[config.mk]
export PLATFORM = sky130hd
export DESIGN_NAME = offset_serial_loader
export DESIGN_NICKNAME = d
export VERILOG_FILES = /design/src/rtl/sol_pkg.sv /design/src/rtl/offset_bit_counter.sv /design/src/rtl/offset_stage_shift.sv /design/src/rtl/offset_stage_index.sv /design/src/rtl/offset_hold_reg.sv /design/src/rtl/offset_serial_loader.sv
export SDC_FILE = /design/constraint.sdc
export NUM_CORES = 1
export LEC_CHECK = 0
export BUFFER_PORTS_ARGS = -buffer_cell sky130_fd_sc_hd__buf_2
export CAP_MARGIN = 40
export CORE_MARGIN = 1
export CORE_UTILIZATION = 30
export CTS_CLUSTER_SIZE = 10
export DETAILED_ROUTE_END_ITERATION = 10
export PLACE_DENSITY = 0.54
export SLEW_MARGIN = 20
export SYNTH_ARGS = -nofsm -noshare
export SYNTH_HDL_FRONTEND = slang
export SYNTH_HIERARCHICAL = 1
export SYNTH_SLANG_ARGS = --single-unit
[constraint.sdc]
create_clock -name clk -period 1.9 [get_ports clk]
set_input_delay 0.285 -clock clk [delete_from_list [all_inputs] [get_ports clk]]
set_output_delay 0.285 -clock clk [all_outputs]
set_load 0.005 [all_outputs]
[src/rtl/sol_pkg.sv]
package sol_pkg;

   // Which offset the current bit position belongs to
   typedef enum logic {
      TGT_EMPTY = 1'b0,
      TGT_FULL  = 1'b1
   } target_e;

endpackage

[src/rtl/offset_bit_counter.sv]
module offset_bit_counter
   import sol_pkg::*;
#(
   parameter int W = 16,
   localparam int IW = (W > 1) ? $clog2(W) : 1
) (
   input  logic          clk,
   input  logic          rst_n,
   input  logic          step,
   output logic [IW-1:0] idx,
   output target_e       target,
   output logic          last_bit
);

   localparam logic [IW-1:0] IDX_TOP = IW'(W - 1);

   assign last_bit = (idx == IDX_TOP);

   always_ff @(posedge clk or negedge rst_n) begin
      if (!rst_n) begin
         idx    <= '0;
         target <= TGT_EMPTY;
      end else if (step) begin
         if (last_bit) begin
            idx    <= '0;
            target <= (target == TGT_EMPTY) ? TGT_FULL : TGT_EMPTY;
         end else begin
            idx <= idx + 1'b1;
         end
      end
   end

   // The bit index never leaves the offset width
   assert_idx_range_R9: assert property (@(posedge clk) disable iff (!rst_n)
      idx <= IDX_TOP);

   // An edge that accepts no bit keeps the position
   assert_pos_hold_R7: assert property (@(posedge clk) disable iff (!rst_n)
      !step |=> ($stable(idx) && $stable(target)));

   // The final almost-full bit sends the position back to the start of the empty half
   assert_wrap_R9: assert property (@(posedge clk) disable iff (!rst_n)
      (step && last_bit && target == TGT_FULL) |=> (idx == '0 && target == TGT_EMPTY));

   // The final almost-empty bit moves the position into the full half
   assert_half_switch_R4: assert property (@(posedge clk) disable iff (!rst_n)
      (step && last_bit && target == TGT_EMPTY) |=> (idx == '0 && target == TGT_FULL));

endmodule

[src/rtl/offset_stage_shift.sv]
module offset_stage_shift #(
   parameter int W = 16
) (
   input  logic         clk,
   input  logic         rst_n,
   input  logic         step,
   input  logic         bit_in,
   output logic [W-1:0] word_next
);

   logic [W-1:0] stage;

   // The newest bit enters at the top; after W steps the first bit reaches bit 0
   assign word_next = {bit_in, stage[W-1:1]};

   always_ff @(posedge clk or negedge rst_n) begin
      if (!rst_n)    stage <= '0;
      else if (step) stage <= word_next;
   end

endmodule

[src/rtl/offset_stage_index.sv]
module offset_stage_index #(
   parameter int W = 16,
   localparam int IW = (W > 1) ? $clog2(W) : 1
) (
   input  logic          clk,
   input  logic          rst_n,
   input  logic          step,
   input  logic          bit_in,
   input  logic [IW-1:0] idx,
   output logic [W-1:0]  word_next
);

   logic [W-1:0] stage;

   // Each bit is written straight into its own position
   always_comb begin
      word_next      = stage;
      word_next[idx] = bit_in;
   end

   always_ff @(posedge clk or negedge rst_n) begin
      if (!rst_n)    stage <= '0;
      else if (step) stage <= word_next;
   end

endmodule

[src/rtl/offset_hold_reg.sv]
module offset_hold_reg #(
   parameter int          W         = 16,
   parameter int unsigned RESET_VAL = 0
) (
   input  logic         clk,
   input  logic         rst_n,
   input  logic         load,
   input  logic [W-1:0] d,
   output logic [W-1:0] q
);

   localparam logic [W-1:0] RST_Q = W'(RESET_VAL);

   always_ff @(posedge clk or negedge rst_n) begin
      if (!rst_n)    q <= RST_Q;
      else if (load) q <= d;
   end

endmodule

[src/rtl/offset_serial_loader.sv]
module offset_serial_loader
   import sol_pkg::*;
#(
   parameter int          OFS_MSB     = 15,
   parameter int unsigned AE_RESET    = 7,
   parameter int unsigned AF_RESET    = 63,
   parameter bit          STAGE_SHIFT = 1'b1,
   localparam int         W           = OFS_MSB + 1,
   localparam int         IW          = $clog2(W)
) (
   input  logic         clk,
   input  logic         rst_n,
   input  logic         load_mode,
   input  logic         ser_en,
   input  logic         ser_bit,
   output logic [W-1:0] ae_offset,
   output logic [W-1:0] af_offset
);

   // Elaboration-time parameter checks
   if (OFS_MSB != 15 && OFS_MSB != 16) begin : g_bad_msb
      $error("offset_serial_loader: OFS_MSB must be 15 or 16");
   end
   if (longint'(AE_RESET) >= (longint'(1) << W) ||
       longint'(AF_RESET) >= (longint'(1) << W)) begin : g_bad_reset
      $error("offset_serial_loader: reset offsets do not fit the offset width");
   end

   logic          step;
   logic [IW-1:0] idx;
   target_e       target;
   logic          last_bit;
   logic [W-1:0]  word_next;
   logic          commit_ae;
   logic          commit_af;

   // A bit is accepted only when both gating inputs are high
   assign step = load_mode & ser_en;

   offset_bit_counter #(.W(W)) u_counter (
      .clk      (clk),
      .rst_n    (rst_n),
      .step     (step),
      .idx      (idx),
      .target   (target),
      .last_bit (last_bit)
   );

   if (STAGE_SHIFT) begin : g_stage_shift
      offset_stage_shift #(.W(W)) u_stage (
         .clk       (clk),
         .rst_n     (rst_n),
         .step      (step),
         .bit_in    (ser_bit),
         .word_next (word_next)
      );
   end else begin : g_stage_index
      offset_stage_index #(.W(W)) u_stage (
         .clk       (clk),
         .rst_n     (rst_n),
         .step      (step),
         .bit_in    (ser_bit),
         .idx       (idx),
         .word_next (word_next)
      );
   end

   assign commit_ae = step && last_bit && (target == TGT_EMPTY);
   assign commit_af = step && last_bit && (target == TGT_FULL);

   offset_hold_reg #(.W(W), .RESET_VAL(AE_RESET)) u_ae_reg (
      .clk   (clk),
      .rst_n (rst_n),
      .load  (commit_ae),
      .d     (word_next),
      .q     (ae_offset)
   );

   offset_hold_reg #(.W(W), .RESET_VAL(AF_RESET)) u_af_reg (
      .clk   (clk),
      .rst_n (rst_n),
      .load  (commit_af),
      .d     (word_next),
      .q     (af_offset)
   );

   // The visible almost-empty offset moves only on its final-bit edge
   assert_ae_hold_R5: assert property (@(posedge clk) disable iff (!rst_n)
      !(load_mode && ser_en && last_bit && target == TGT_EMPTY) |=> $stable(ae_offset));

   // The visible almost-full offset moves only on its final-bit edge
   assert_af_hold_R6: assert property (@(posedge clk) disable iff (!rst_n)
      !(load_mode && ser_en && last_bit && target == TGT_FULL) |=> $stable(af_offset));

   // With load mode off, neither offset can change
   assert_ld_off_R8: assert property (@(posedge clk) disable iff (!rst_n)
      !load_mode |=> ($stable(ae_offset) && $stable(af_offset)));

   // The two offsets never change on the same edge
   assert_single_commit_R4: assert property (@(posedge clk) disable iff (!rst_n)
      !(commit_ae && commit_af));

endmodule

# Word level (Yosys, flattened, before mapping)

Index checks and enable logic that the tools add are counted.
W data, S select, Z words.

$add $sub $neg: 1
Multipliers: 0
Div/mod/pow operators: 0
Magnitude comparators: 0
Equality and inequality tests: 1
Shifts and indexed selects: 0
Multiplexer cells: 2
Bitwise gates (word level): 2
Reductions and logical operators: 4

Operators with widths:

| cell                  | count |
|---|---|
| $add A4 B1 Y4 const B | 1 |
| $eq A4 B4 Y1 const B  | 1 |
| $mux W4               | 1 |
| $logic_and A1 B1 Y1   | 3 |
| $reduce_and A2 Y1     | 1 |
| $and A1 B1 Y1         | 1 |
| $mux W1               | 1 |
| $not A1 Y1            | 1 |

Register bits after elaboration: 53
Latch bits: 0
Bits in writable memories: 0
Bits in read-only memories: 0
Bits of input ports: 5
Word-level logic and storage cells: 15
Memories: 0

# Longest topological paths before layout

Depth after elaboration: 3
Gate-level depth with buffers: 6
Mapped depth without buffers: 4

# Cells and area by module

Netlist, hierarchy kept.

Modules (own cells, without submodules):

| module                     | instances | cells each | area each (µm²) |
|---|---|---|---|
| offset_hold_reg (u_af_reg) | 1         | 34         | 656.9 |
| offset_hold_reg (u_ae_reg) | 1         | 34         | 653.1 |
| offset_stage_shift         | 1         | 33         | 620.6 |
| offset_bit_counter         | 1         | 18         | 225.2 |
| offset_serial_loader       | 1         | 3          | 26.3 |

# Least setup slack after synthesis

OpenSTA, ideal clock, no wires.

Kind: register to register
Start: reg u_counter.idx[0]
End: reg u_af_reg.q[10]
Data arrival time: 1.596 ns
Slack: 0.179 ns
Cell stages (with the launch flop): 7
Buffers on the path: 2
Path through: dfrtp_1 ha_1 and3_1 and4_2 buf_6 buf_12 mux2_4

Cells in the longest elaborated chain, start to end: 3

Ends and longest elaborated chain:

| element                          | RTL line                   | RTL |
|---|---|---|
| start: declaration               | offset_bit_counter.sv:10   | `output logic [IW-1:0] idx,` |
| start signal: assignment         | offset_bit_counter.sv:28   | `idx <= idx + 1'b1;` |
| $eq A4 B4 Y1                     | offset_bit_counter.sv:17   | `assign last_bit = (idx == IDX_TOP);` |
| via last_bit                     | offset_serial_loader.sv:32 | `logic last_bit;` |
| $logic_and A1 B1 Y1 (2 in a row) | offset_serial_loader.sv:69 | `assign commit_af = step && last_bit && (target == TGT_FULL);` |
| via commit_af                    | offset_serial_loader.sv:35 | `logic commit_af;` |
| end signal: assignment           | offset_hold_reg.sv:15      | `if (!rst_n) q <= RST_Q;` |
| end signal: assignment           | offset_hold_reg.sv:16      | `else if (load) q <= d;` |
| end: declaration                 | offset_hold_reg.sv:9       | `output logic [W-1:0] q` |

The timed path passes the listed nets, and every way through them passes these cells.
A chain may end at the register's enable or synchronous reset.

# Worst setup path after layout

Start: reg u_counter.idx[0]
End: reg u_ae_reg.q[3]

Cells in the longest elaborated chain, start to end: 3

Ends and longest elaborated chain:

| element                          | RTL line                   | RTL |
|---|---|---|
| $eq A4 B4 Y1                     | offset_bit_counter.sv:17   |  |
| via last_bit                     | offset_serial_loader.sv:32 |  |
| $logic_and A1 B1 Y1 (2 in a row) | offset_serial_loader.sv:68 | `assign commit_ae = step && last_bit && (target == TGT_EMPTY);` |
| via commit_ae                    | offset_serial_loader.sv:34 | `logic commit_ae;` |
| end signal: assignment           | offset_hold_reg.sv:15      |  |
| end signal: assignment           | offset_hold_reg.sv:16      |  |
| end: declaration                 | offset_hold_reg.sv:9       |  |

The timed path passes the listed nets, and every way through them passes these cells.

==> results by group <==
Routing
  • Detail Route met3 WL: 172 um
  • DRC: 0
  • Post-Route M1 WL: 1866 um
  • Routed wire per std cell: 14.61 um
  • Initial DRC count: 42
  • DRT Wirelength: 3829 um
  • Met2 WL: 1784 um
  • Vias/cell: 4.313
  • Routed Antenna Nets: 0
  • Via count: 1130
  • Max layer used: met4
  • Drt pass-1 iters: 4

CTS
  • Clock Tree Buf Depth: 2
  • CTS tree: done
  • Clk slew on worst S/H paths: 90 ps
  • Root buffer cell: clkbuf_8
  • H-Tree Depth: 2
  • CTS buffer count: 5
  • Clock tree sinks: 52
  • Clk_lat worst skew: 300 ps

Logic synthesis
  • Largest family of logic cells by synthesized area: multiplexers
  • Net Count, Synth: 128
  • Cell variety after synth: 19
  • Simple logic cell fraction of the synthesized area: 2.523%
  • Number of synthesized register bits: 52
  • Synth Area in XOR/XNOR: 0.8028%
  • Register area share after synthesis: 60.15%
  • Yosys warnings: 6
  • Cells after Synth: 122
  • Post-synthesis average cell area: 17.89 um^2
  • Compound-cell area share of the yosys netlist: 1.376%
  • Synthesized area: 2182 um^2
  • Mux cell area share after synthesis: 29.93%
  • Post-synthesis adder-cell area fraction: 0.5734%

Setup path
  • Worst EP required: 2080 ps
  • Slowest cell on crit path: dfrtp_1
  • Worst path bufs/invs: 1
  • CP arrival: 1930 ps
  • Element type at the critical path end: flop
  • Worst Setup Path Type: reg2reg
  • Delay-heaviest family, CP: simple AND/OR/NAND/NOR gates
  • Crit-path max FO: 8
  • CP Launch Type: flop
  • Crit path cell chain: ha_1, and3_1, and4b_1, buf_4, mux2_2
  • Crit-path max cell delay: 420 ps

Timing
  • Setup TNS: 0 ps
  • Slew of the pin with the lowest slew margin: 548.1 ps
  • Clock Skews: 8.508 ps
  • Fin worst setup slack: 152.5 ps
  • Final Max Slew Viols: 0
  • Crit path time final: 1748 ps
  • Final hold vios: 0
  • Tcrit/Tclk final: 91.98%
  • Worst rel slew slack: 63.46%
  • Fmax: 572.2 MHz
  • RSZ-0062 raised after global routing: no
  • Setup violators final: 0

GRT
  • Initial antenna violation count: 0
  • GR Overflow Total: 0
  • First-pass GRT wire length: 6430 um
  • Pin count of the biggest net entering global routing: 30
  • Total Routing Usage GR: 11.05%
  • Number of global-route vias before repair: 1246

Power and ir drop
  • PwrDens: 1203 nW/um^2
  • Pleak: 1.289 nW
  • Design Power: 0.003103 W
  • VDD IR max: 0.4360 mV

Die
  • Die area: 7619 um^2
  • Io pins: 37
  • Initial core utilization: 31.59%
  • Width of the die: 87.29 um
  • Num rows: 30
  • Die height: 87.29 um
  • Core Region: 6907 um^2

Final layout
  • Fin nets: 171
  • Ratio of cells with drive above 1 in the final layout: 65.06%
  • Most frequent cells in the layout: 43 x dfrtp_1, 36 x buf_2, 30 x mux2_4
  • Finished Core Util: 37.34%
  • Area Overhead vs Synth: 18.18%
  • Commonest non-fill, non-tap cell in the layout: dfrtp_1
  • ANT cells: 0

Place
  • Dpl hpwl: 2736 um
  • Port Buf Inserts: 36
  • RePlAce Congestion: 0.6984
  • Pre-CTS setup slack: 108.0 ps

Run
  • Max-cap violations: 0

Worst hold path
  • Worst Hold Class: in2reg

Outcome
  • Status: finished, final reports clean
==> Yosys cell counts <==
cell type	n	area, um^2
buf_12	3	60.06
ha_1	1	12.51
mux2_2	18	202.7
a41oi_1	2	17.52
and4_2	1	10.01
buf_6	3	33.78
dfstp_2	9	236.5
buf_4	1	7.510
o21ai_0	1	5.000
nand2b_1	2	12.51
xnor2_1	2	17.52
mux2_4	30	450.4
and3_1	1	6.260
dfrtp_1	43	1076
and2_1	1	6.260
nand2_1	1	3.750
and4b_1	1	10.01
a21o_1	1	7.510
nand4_1	1	6.260
==> final cells by class <==
class | count | area, um^2
sequential | 52 | 1313
tap | 96 | 120.1
clock inverter | 3 | 47.55
multi-input combinational | 63 | 769.5
fill | 684 | 4328
clock buffer | 5 | 68.82
timing repair buffer | 43 | 260.3
==> worst paths after layout <==
path                                       start                              end  slack (ps)  depth (start not counted)
min in group asynchronous                  rst_n                    u_af_reg/q[7]         490                          2
worst max-delay path            u_counter/idx[0]                    u_ae_reg/q[3]         150                          5
max in group asynchronous                  rst_n                   u_af_reg/q[13]         860                          3
worst min register to register     u_ae_reg/q[3]                    u_ae_reg/q[3]         510                          1
worst max register to register  u_counter/idx[0]                    u_ae_reg/q[3]         150                          5
worst min-delay path                     ser_bit  g_stage_shift.u_stage/stage[15]         280                          2
==> metal layers <==
metal / vias up / GRT usage [%]
met5: - / 0
met4: 0 / 2.235
met3: 2 / 2.654
met2: 30 / 17.33
met1: 581 / 15.58
li1: 517 / -
==> metrics by stage <==
step,std cells,hold slack [ps],cell area [um^2]
floorplan,122,-10.59,2182
global placement,253,297.4,2451
detailed placement,253,309.8,2451
CTS,262,260.6,2577
global route,262,270.0,2579
finish,262,276.6,2579
==> power breakdown <==
group	leakage [nW]	switching (W)	internal, W	total (W)
registers	0.657	0.000273	0.00141	0.00169
clock network	0.0583	0.000364	0.000397	0.000761
logic	0.573	0.000197	0.000458	0.000655
total	1.29	0.000834	0.00227	0.00310
==> cell families (layout without fill, tap and decap cells) <==
kind of cell | count (synthesis) | after routing
compound gates | 4 | 4
xor+xnor | 2 | 2
fa+ha+maj | 1 | 1
buf+inv | 7 | 51
flops | 52 | 52
mux | 48 | 48
simple gates | 8 | 8
==> sequential cells by signal (all words and copies together) (netlist names) <==
register and cells:
g_stage_shift.u_stage/stage 15, u_ae_reg/q 16, u_af_reg/q 16, u_counter/idx 4, u_counter/target 1
==> repair_timing <==
item	CTS	global route
endpoints found under the setup margin	0	5
hold buffers	1	0
setup buffers	0	0
endpoints found under the hold margin	14	0
gates resized for setup	0	1
==> worst reg2reg max path: cells and delay by family, from the launching register on <==
| kind | cells | cell delay, ps |
|---|---|---|
| multiplexers | 1 | 350 |
| buffers and inverters | 1 | 200 |
| adder cells (fa/ha/maj) | 1 | 230 |
| flip-flops | 1 | 420 |
| AND/OR/NAND/NOR | 2 | 430 |
No activity file was read; power rests on OpenSTA's default activity.
